## src/rtl/cr_pkg.sv

```systemverilog
package cr_pkg;
  localparam int COL_W = 12;
  localparam int SEL_W = 4;
  localparam int BYTE_W = 8;

  typedef enum logic [1:0] {
    WM_PAGE   = 2'd0,
    WM_MAIN   = 2'd1,
    WM_WIDE   = 2'd2,
    WM_NARROW = 2'd3
  } wrap_mode_e;

  typedef enum logic [2:0] {
    ST_OPCODE = 3'd0,
    ST_ADDR_HI = 3'd1,
    ST_ADDR_LO = 3'd2,
    ST_DUMMY  = 3'd3,
    ST_STREAM = 3'd4,
    ST_SKIP   = 3'd5
  } frame_state_e;
endpackage

```

## src/rtl/cr_frame_seq.sv

```systemverilog
module cr_frame_seq
  import cr_pkg::*;
#(
  parameter logic [BYTE_W-1:0] OPC_PLAIN = 8'h03,
  parameter logic [BYTE_W-1:0] OPC_FAST  = 8'h0B
) (
  input  logic              clk,
  input  logic              rst_n,
  input  logic              cs_active,
  input  logic              byte_valid,
  input  logic [BYTE_W-1:0] byte_data,
  output logic              load_start,
  output logic              in_stream,
  output logic [SEL_W-1:0]  wrap_sel,
  output logic [COL_W-1:0]  col_start
);
  localparam int HI_COL_BITS = COL_W - BYTE_W;

  frame_state_e state_q, state_d;
  logic [BYTE_W-1:0] hi_q, lo_q;
  logic hi_en, lo_en;

  // next-state logic
  always_comb begin
    state_d    = state_q;
    hi_en      = 1'b0;
    lo_en      = 1'b0;
    load_start = 1'b0;
    if (!cs_active) begin
      state_d = ST_OPCODE;
    end else if (byte_valid) begin
      unique case (state_q)
        ST_OPCODE: begin
          if (byte_data == OPC_PLAIN || byte_data == OPC_FAST) state_d = ST_ADDR_HI;
          else state_d = ST_SKIP;
        end
        ST_ADDR_HI: begin
          hi_en   = 1'b1;
          state_d = ST_ADDR_LO;
        end
        ST_ADDR_LO: begin
          lo_en   = 1'b1;
          state_d = ST_DUMMY;
        end
        ST_DUMMY: begin
          load_start = 1'b1;
          state_d    = ST_STREAM;
        end
        ST_STREAM: state_d = ST_STREAM;
        ST_SKIP:   state_d = ST_SKIP;
        default:   state_d = ST_OPCODE;
      endcase
    end
  end

  // registers
  always_ff @(posedge clk or negedge rst_n) begin
    if (!rst_n) begin
      state_q <= ST_OPCODE;
    end else begin
      state_q <= state_d;
    end
  end

  always_ff @(posedge clk or negedge rst_n) begin
    if (!rst_n) begin
      hi_q <= '0;
    end else if (hi_en) begin
      hi_q <= byte_data;
    end
  end

  always_ff @(posedge clk or negedge rst_n) begin
    if (!rst_n) begin
      lo_q <= '0;
    end else if (lo_en) begin
      lo_q <= byte_data;
    end
  end

  assign in_stream = (state_q == ST_STREAM);
  assign wrap_sel  = hi_q[BYTE_W-1 -: SEL_W];
  assign col_start = {hi_q[HI_COL_BITS-1:0], lo_q};
endmodule

```

## src/rtl/cr_wrap_decode.sv

```systemverilog
module cr_wrap_decode
  import cr_pkg::*;
#(
  parameter logic [SEL_W-1:0] SEL_MAIN   = 4'd4,
  parameter logic [SEL_W-1:0] SEL_WIDE   = 4'd8,
  parameter logic [SEL_W-1:0] SEL_NARROW = 4'd12
) (
  input  logic [SEL_W-1:0] wrap_sel,
  output wrap_mode_e       wrap_mode
);
  always_comb begin
    if (wrap_sel == SEL_MAIN)        wrap_mode = WM_MAIN;
    else if (wrap_sel == SEL_WIDE)   wrap_mode = WM_WIDE;
    else if (wrap_sel == SEL_NARROW) wrap_mode = WM_NARROW;
    else                             wrap_mode = WM_PAGE;
  end
endmodule

```

## src/rtl/cr_col_stepper.sv

```systemverilog
module cr_col_stepper
  import cr_pkg::*;
#(
  parameter int PAGE_COLS  = 2112,
  parameter int MAIN_COLS  = 2048,
  parameter int WIN_WIDE   = 64,
  parameter int WIN_NARROW = 16
) (
  input  logic [COL_W-1:0] cur_col,
  input  wrap_mode_e       wrap_mode,
  output logic [COL_W-1:0] next_col
);
  localparam logic [COL_W-1:0] PAGE_LAST = COL_W'(PAGE_COLS - 1);
  localparam logic [COL_W-1:0] MAIN_LAST = COL_W'(MAIN_COLS - 1);
  localparam int N_WIN = 2;

  logic [COL_W-1:0] seq_inc;
  logic [COL_W-1:0] win_next [N_WIN];

  assign seq_inc = cur_col + COL_W'(1);

  // window steppers: index 0 is the wide window, index 1 the narrow one
  for (genvar g = 0; g < N_WIN; g++) begin : g_win
    localparam int LEN = (g == 0) ? WIN_WIDE : WIN_NARROW;
    localparam int LB  = $clog2(LEN);
    logic [LB-1:0] low_inc;
    assign low_inc     = cur_col[LB-1:0] + LB'(1);
    assign win_next[g] = {cur_col[COL_W-1:LB], low_inc};
  end

  always_comb begin
    unique case (wrap_mode)
      WM_MAIN:   next_col = (cur_col == MAIN_LAST || cur_col == PAGE_LAST) ? '0 : seq_inc;
      WM_WIDE:   next_col = win_next[0];
      WM_NARROW: next_col = win_next[1];
      default:   next_col = (cur_col == PAGE_LAST) ? '0 : seq_inc;
    endcase
  end
endmodule

```

## src/rtl/cache_rd_addr_gen.sv

```systemverilog
module cache_rd_addr_gen
  import cr_pkg::*;
#(
  parameter int PAGE_COLS  = 2112,
  parameter int MAIN_COLS  = 2048,
  parameter int WIN_WIDE   = 64,
  parameter int WIN_NARROW = 16,
  parameter logic [BYTE_W-1:0] OPC_PLAIN = 8'h03,
  parameter logic [BYTE_W-1:0] OPC_FAST  = 8'h0B,
  parameter logic [BYTE_W-1:0] FILL_BYTE = 8'hFF
) (
  input  logic              clk,
  input  logic              rst_n,
  input  logic              cs_active,
  input  logic              byte_valid,
  input  logic [7:0]        byte_data,
  input  logic              byte_req,
  input  logic [7:0]        cache_rd_data,
  output logic [11:0]       cache_addr,
  output logic              addr_valid,
  output logic              out_of_range,
  output logic [7:0]        data_out
);
  localparam logic [COL_W-1:0] PAGE_LAST = COL_W'(PAGE_COLS - 1);

  logic             load_start, in_stream;
  logic [SEL_W-1:0] wrap_sel;
  logic [COL_W-1:0] col_start, next_col;
  wrap_mode_e       dec_mode, mode_q, mode_d;
  logic [COL_W-1:0] addr_q, addr_d;
  logic             oor_q, oor_d;
  logic             addr_en, mode_en;

  cr_frame_seq #(.OPC_PLAIN(OPC_PLAIN), .OPC_FAST(OPC_FAST)) u_seq (
    .clk        (clk),
    .rst_n      (rst_n),
    .cs_active  (cs_active),
    .byte_valid (byte_valid),
    .byte_data  (byte_data),
    .load_start (load_start),
    .in_stream  (in_stream),
    .wrap_sel   (wrap_sel),
    .col_start  (col_start)
  );

  cr_wrap_decode u_dec (
    .wrap_sel  (wrap_sel),
    .wrap_mode (dec_mode)
  );

  cr_col_stepper #(
    .PAGE_COLS  (PAGE_COLS),
    .MAIN_COLS  (MAIN_COLS),
    .WIN_WIDE   (WIN_WIDE),
    .WIN_NARROW (WIN_NARROW)
  ) u_step (
    .cur_col   (addr_q),
    .wrap_mode (mode_q),
    .next_col  (next_col)
  );

  // next-state logic
  always_comb begin
    addr_d  = addr_q;
    oor_d   = oor_q;
    mode_d  = mode_q;
    addr_en = 1'b0;
    mode_en = 1'b0;
    if (!cs_active) begin
      oor_d = 1'b0;
    end else if (load_start) begin
      addr_d  = col_start;
      addr_en = 1'b1;
      mode_d  = dec_mode;
      mode_en = 1'b1;
      oor_d   = (col_start > PAGE_LAST);
    end else if (in_stream && byte_req && !oor_q) begin
      addr_d  = next_col;
      addr_en = 1'b1;
    end
  end

  // registers
  always_ff @(posedge clk or negedge rst_n) begin
    if (!rst_n) begin
      addr_q <= '0;
    end else if (addr_en) begin
      addr_q <= addr_d;
    end
  end

  always_ff @(posedge clk or negedge rst_n) begin
    if (!rst_n) begin
      mode_q <= WM_PAGE;
    end else if (mode_en) begin
      mode_q <= mode_d;
    end
  end

  always_ff @(posedge clk or negedge rst_n) begin
    if (!rst_n) begin
      oor_q <= 1'b0;
    end else begin
      oor_q <= oor_d;
    end
  end

  assign cache_addr   = addr_q;
  assign addr_valid   = in_stream;
  assign out_of_range = oor_q;
  assign data_out     = oor_q ? FILL_BYTE : cache_rd_data;
endmodule

```

## config.mk

```make
export PLATFORM = sky130hd
export DESIGN_NAME = cache_rd_addr_gen
export DESIGN_NICKNAME = d
export VERILOG_FILES = /design/src/rtl/cr_pkg.sv /design/src/rtl/cr_frame_seq.sv /design/src/rtl/cr_wrap_decode.sv /design/src/rtl/cr_col_stepper.sv /design/src/rtl/cache_rd_addr_gen.sv
export SDC_FILE = /design/constraint.sdc
export NUM_CORES = 1
export LEC_CHECK = 0
export CAP_MARGIN = 10
export CELL_PAD_IN_SITES_DETAIL_PLACEMENT = 1
export CELL_PAD_IN_SITES_GLOBAL_PLACEMENT = 2
export CORE_MARGIN = 5
export CORE_UTILIZATION = 44
export CTS_CLUSTER_DIAMETER = 120
export DETAILED_ROUTE_END_ITERATION = 10
export DONT_BUFFER_PORTS = 1
export PLACE_DENSITY_LB_ADDON = 0.1
export SLEW_MARGIN = 10
export SYNTH_ARGS = -nofsm -noshare
export SYNTH_HDL_FRONTEND = slang
export SYNTH_HIERARCHICAL = 1
export SYNTH_SLANG_ARGS = --single-unit
export TNS_END_PERCENT = 1
```

## constraint.sdc

```tcl
create_clock -name clk -period 3 [get_ports clk]
set_input_delay 0.15 -clock clk [delete_from_list [all_inputs] [get_ports clk]]
set_output_delay 0.15 -clock clk [all_outputs]
set_load 0.1 [all_outputs]
```

==> metrics.md <==
| Metric | Value |
|---|---|
| Req. time, crit path | about 3.2 ns |
| Syn nets | roughly 180 |
| Launch point of the worst reg-to-reg path | u_seq/state_q[0]$_DFFE_PN0P_ |
| Io pins | 43 |
| Status | finished, final reports clean |
| Placed Cells | between 200 and 250 |
| Sequential cell area | ~850 um2 |
| Met3 WL | between 150 and 200 um |
| Met1 wire length | 2180 um |
| Row count | 24 |
| CTS Root Cell | clkbuf_8 |
| Routed vias | about 1,400 |
| WP data arrival | ~2.2 ns |
| FMAX | just under 500 MHz |
| P_leak | ~0.0012 uW |
| Commonest non-fill, non-tap cells in the layout | dfrtp_1 (34), mux2_2 (24), mux2_4 (18), buf_4 (15), dlygate4sd3_1 (12) |
| Clock transition at path regs | 0.08 ns |
| WL/cell | ~20 um |
| Fraction of layout cells with a size suffix above 1 | 0.432 |
| Post-DRT Antenna Nets | 0 |
| Die Wd | around 77 um |
| Initial antenna violation count | 0 |
| First-pass GRT wire length | around 8000 um |
| DRC | 0 |
| First-pass iteration count of the detailed router | 4 |
| Distinct cells, synth | 46 |
| Starting density of the core | 0.456 |
| Die height | between 70 and 80 um |
| Worst VDD drop | 0.000403 V |
| Fin. max-slew vios | 0 |
| Met2 routed WL | between 2000 and 2500 um |
| Dpl hpwl | 3570 um |
| Setup CP Type | reg -> reg |
| Critical Path Source | u_seq/state_q[0]$_DFFE_PN0P_ |
| Cell Area, Synth | 2000 um2 |
| Tmin final | 2.05 ns |
| Die area | roughly 6000 um2 |
| Overflow after GRT | 0 |
| Worst min path class | in -> reg |
| Gpl congestion | roughly 0.8 |
| Post-CTS setup buffer count | 0 |
| Final setup viols | 0 |
| CTS sink count | 34 |
| Reg2Reg Depth | 6 |
| Async SR Flop Fraction | 1.00 |
| Least-Margin Pin Slew | about 0.53 ns |
| CTS buffer count | 5 |
| Clock buffer depth | 2 |
| TritonCTS clock tree | done |
| Core ar. | ~4400 um2 |
| Pin count of the biggest net entering global routing | 35 |
| Setup TNS | 0 ns |
| Final Cycle Share | 0.683 |
| Average size of a mapped cell | approximately 12 um2 |
| GRT Total Usage | 0.169 |
| Latest clock arrival within the worst-skew pair | 0.29 ns |
| Cells after Synth | 162 |
| Worst Setup End Kind | flop |
| Hold path endpoint | u_seq/lo_q[3]$_DFFE_PN0P_ |
| Seq cells post-synth | 34 |
| Initial DRC count | 50 |
| Final-report hold violation count | 0 |
| Post-synth EDFFs | 0 |
| Max-capacitance violation count | 0 |
| Max transition margin | 0.649 |
| Vias per inst | about 5.6 |
| Worst r2r dst | cache_addr[10]$_DFFE_PN0P_ |
| Final Non-Filler Cells | 244 |
| Sequential area share after synthesis | 0.426 |
| Inserted Diodes | 0 |
| PostCTS Resize Cnt | 0 |
| Htree depth | 2 |
| Syn. warnings | 6 |
| PD cells | ~700 nW/um2 |
| Total Nets Final | approximately 210 |
| RSZ-0062 raised after global routing | false |
| PortBufs | 0 |
| R2R Setup Slk | 0.95 ns |
| Synth-to-Final Area Change | 18.9% |
| Max layer used | met4 |
| Hold depth | 1 |
| Area of the multi-input gates | ~1100 um2 |
| FILL cells | between 400 and 500 |
| Detailed Route WL | 4790 um |
| Startpoint Class | flop |
| Hold Startpoint | byte_data[3] |
| Max FO, Critical Path | 16 |
| Ys flop type | dfrtp_1 |
| Fin Clk Skew | between 0.01 and 0.015 ns |
| Commonest non-fill, non-tap cell in the layout | dfrtp_1 |
| Vias in the first global route | ~1,500 |
[layer usage]
metal	track usage	up-vias
met5	0	-
met4	0.0464	0
met3	0.0370	6
met2	0.272	21
met1	0.231	690
li1	-	641
[worst max path at each step]
stage	to	slack, ns	cells after the start
final	cache_addr[10]$_DFFE_PN0P_	0.95	6
after CTS	cache_addr[10]$_DFFE_PN0P_	0.91	6
after global placement	cache_addr[11]$_DFFE_PN0P_	0.96	7
after floorplan	cache_addr[6]$_DFFE_PN0P_	0.08	6
after detailed placement	cache_addr[10]$_DFFE_PN0P_	0.92	6
after global routing	cache_addr[10]$_DFFE_PN0P_	0.79	6
[synthesized netlist by cell type, drive strengths merged (2+ instances only)]
master  count  area [um2]
a21boi      2        15.0
and2b       2        17.5
and3        3        18.8
buf         6        61.3
dfrtp      34         851
mux2       42         541
nand2       9        36.3
nand2b      2        20.0
nand3       3        20.0
nand3b      2        15.0
nand4       3        25.0
nand4b      2        23.8
nor2       13        51.3
nor3        2        10.0
nor3b       3        22.5
or2         8        50.1
xnor2       4        35.0
xor2        5        43.8
[cell type report]
cell class,instances,area share
multi-input combinational,121,0.459
sequential,34,0.358
timing repair buffer,28,0.106
clock buffer,5,0.0289
tap,52,0.0274
clock inverter,3,0.0189
inverter,1,0.00158
[flip-flops by register name, indices dropped and copies added (netlist names)]
register       cells
cache_addr        12
u_seq/lo_q         8
mode_q             2
u_seq/state_q      3
out_of_range       1
u_seq/hi_q         8
[cells by family after synthesis]
group	synth area share
adder cells (fa/ha/maj)	0.00626
multiplexers	0.270
XOR/XNOR	0.0394
AO/OA/AOI/OAI	0.0332
flip-flops	0.426
AND/OR/NAND/NOR	0.193
buffers and inverters	0.0325
[where the power goes]
group | switching, uW | internal, uW | leakage (uW)
sequential | 91.4 | 562 | 0.000447
combinational | 345 | 231 | 0.000666
clock | 181 | 247 | 0.0000504
total | 617 | 1040 | 0.00116
[worst max-delay path: stages (launching register included)]
cell,delay (ns)
dfrtp_1,0.47
nand3_2,0.12
nor3b_2,0.19
buf_4,0.26
nand2_1,0.16
nand2_2,0.35
mux2_2,0.39
[per-stage QoR]
| stage | area [um2] | utilization | hold WS [ns] | total power [uW] | worst slack, ns |
|---|---|---|---|---|---|
| global route | 2380 | 0.542 | 0.00324 | 1730 | 0.787 |
| CTS | 2360 | 0.538 | 0.0000732 | 1670 | 0.912 |
| detailed placement | 2120 | 0.484 | -0.145 | 1210 | 0.917 |
| floorplan | 2000 | - | -0.146 | 1100 | 0.0839 |
| global placement | 2120 | 0.484 | -0.144 | 1190 | 0.962 |
| finish | 2380 | 0.542 | 0.00679 | 1660 | 0.950 |
[timing repair]
action | 4_1_cts | 5_1_grt
endpoints found under the setup margin | 0 | 0
hold buffers | 11 | 2
hold endpoints to repair | 47 | 2
Note: power is estimated with default switching activity, not from simulation.
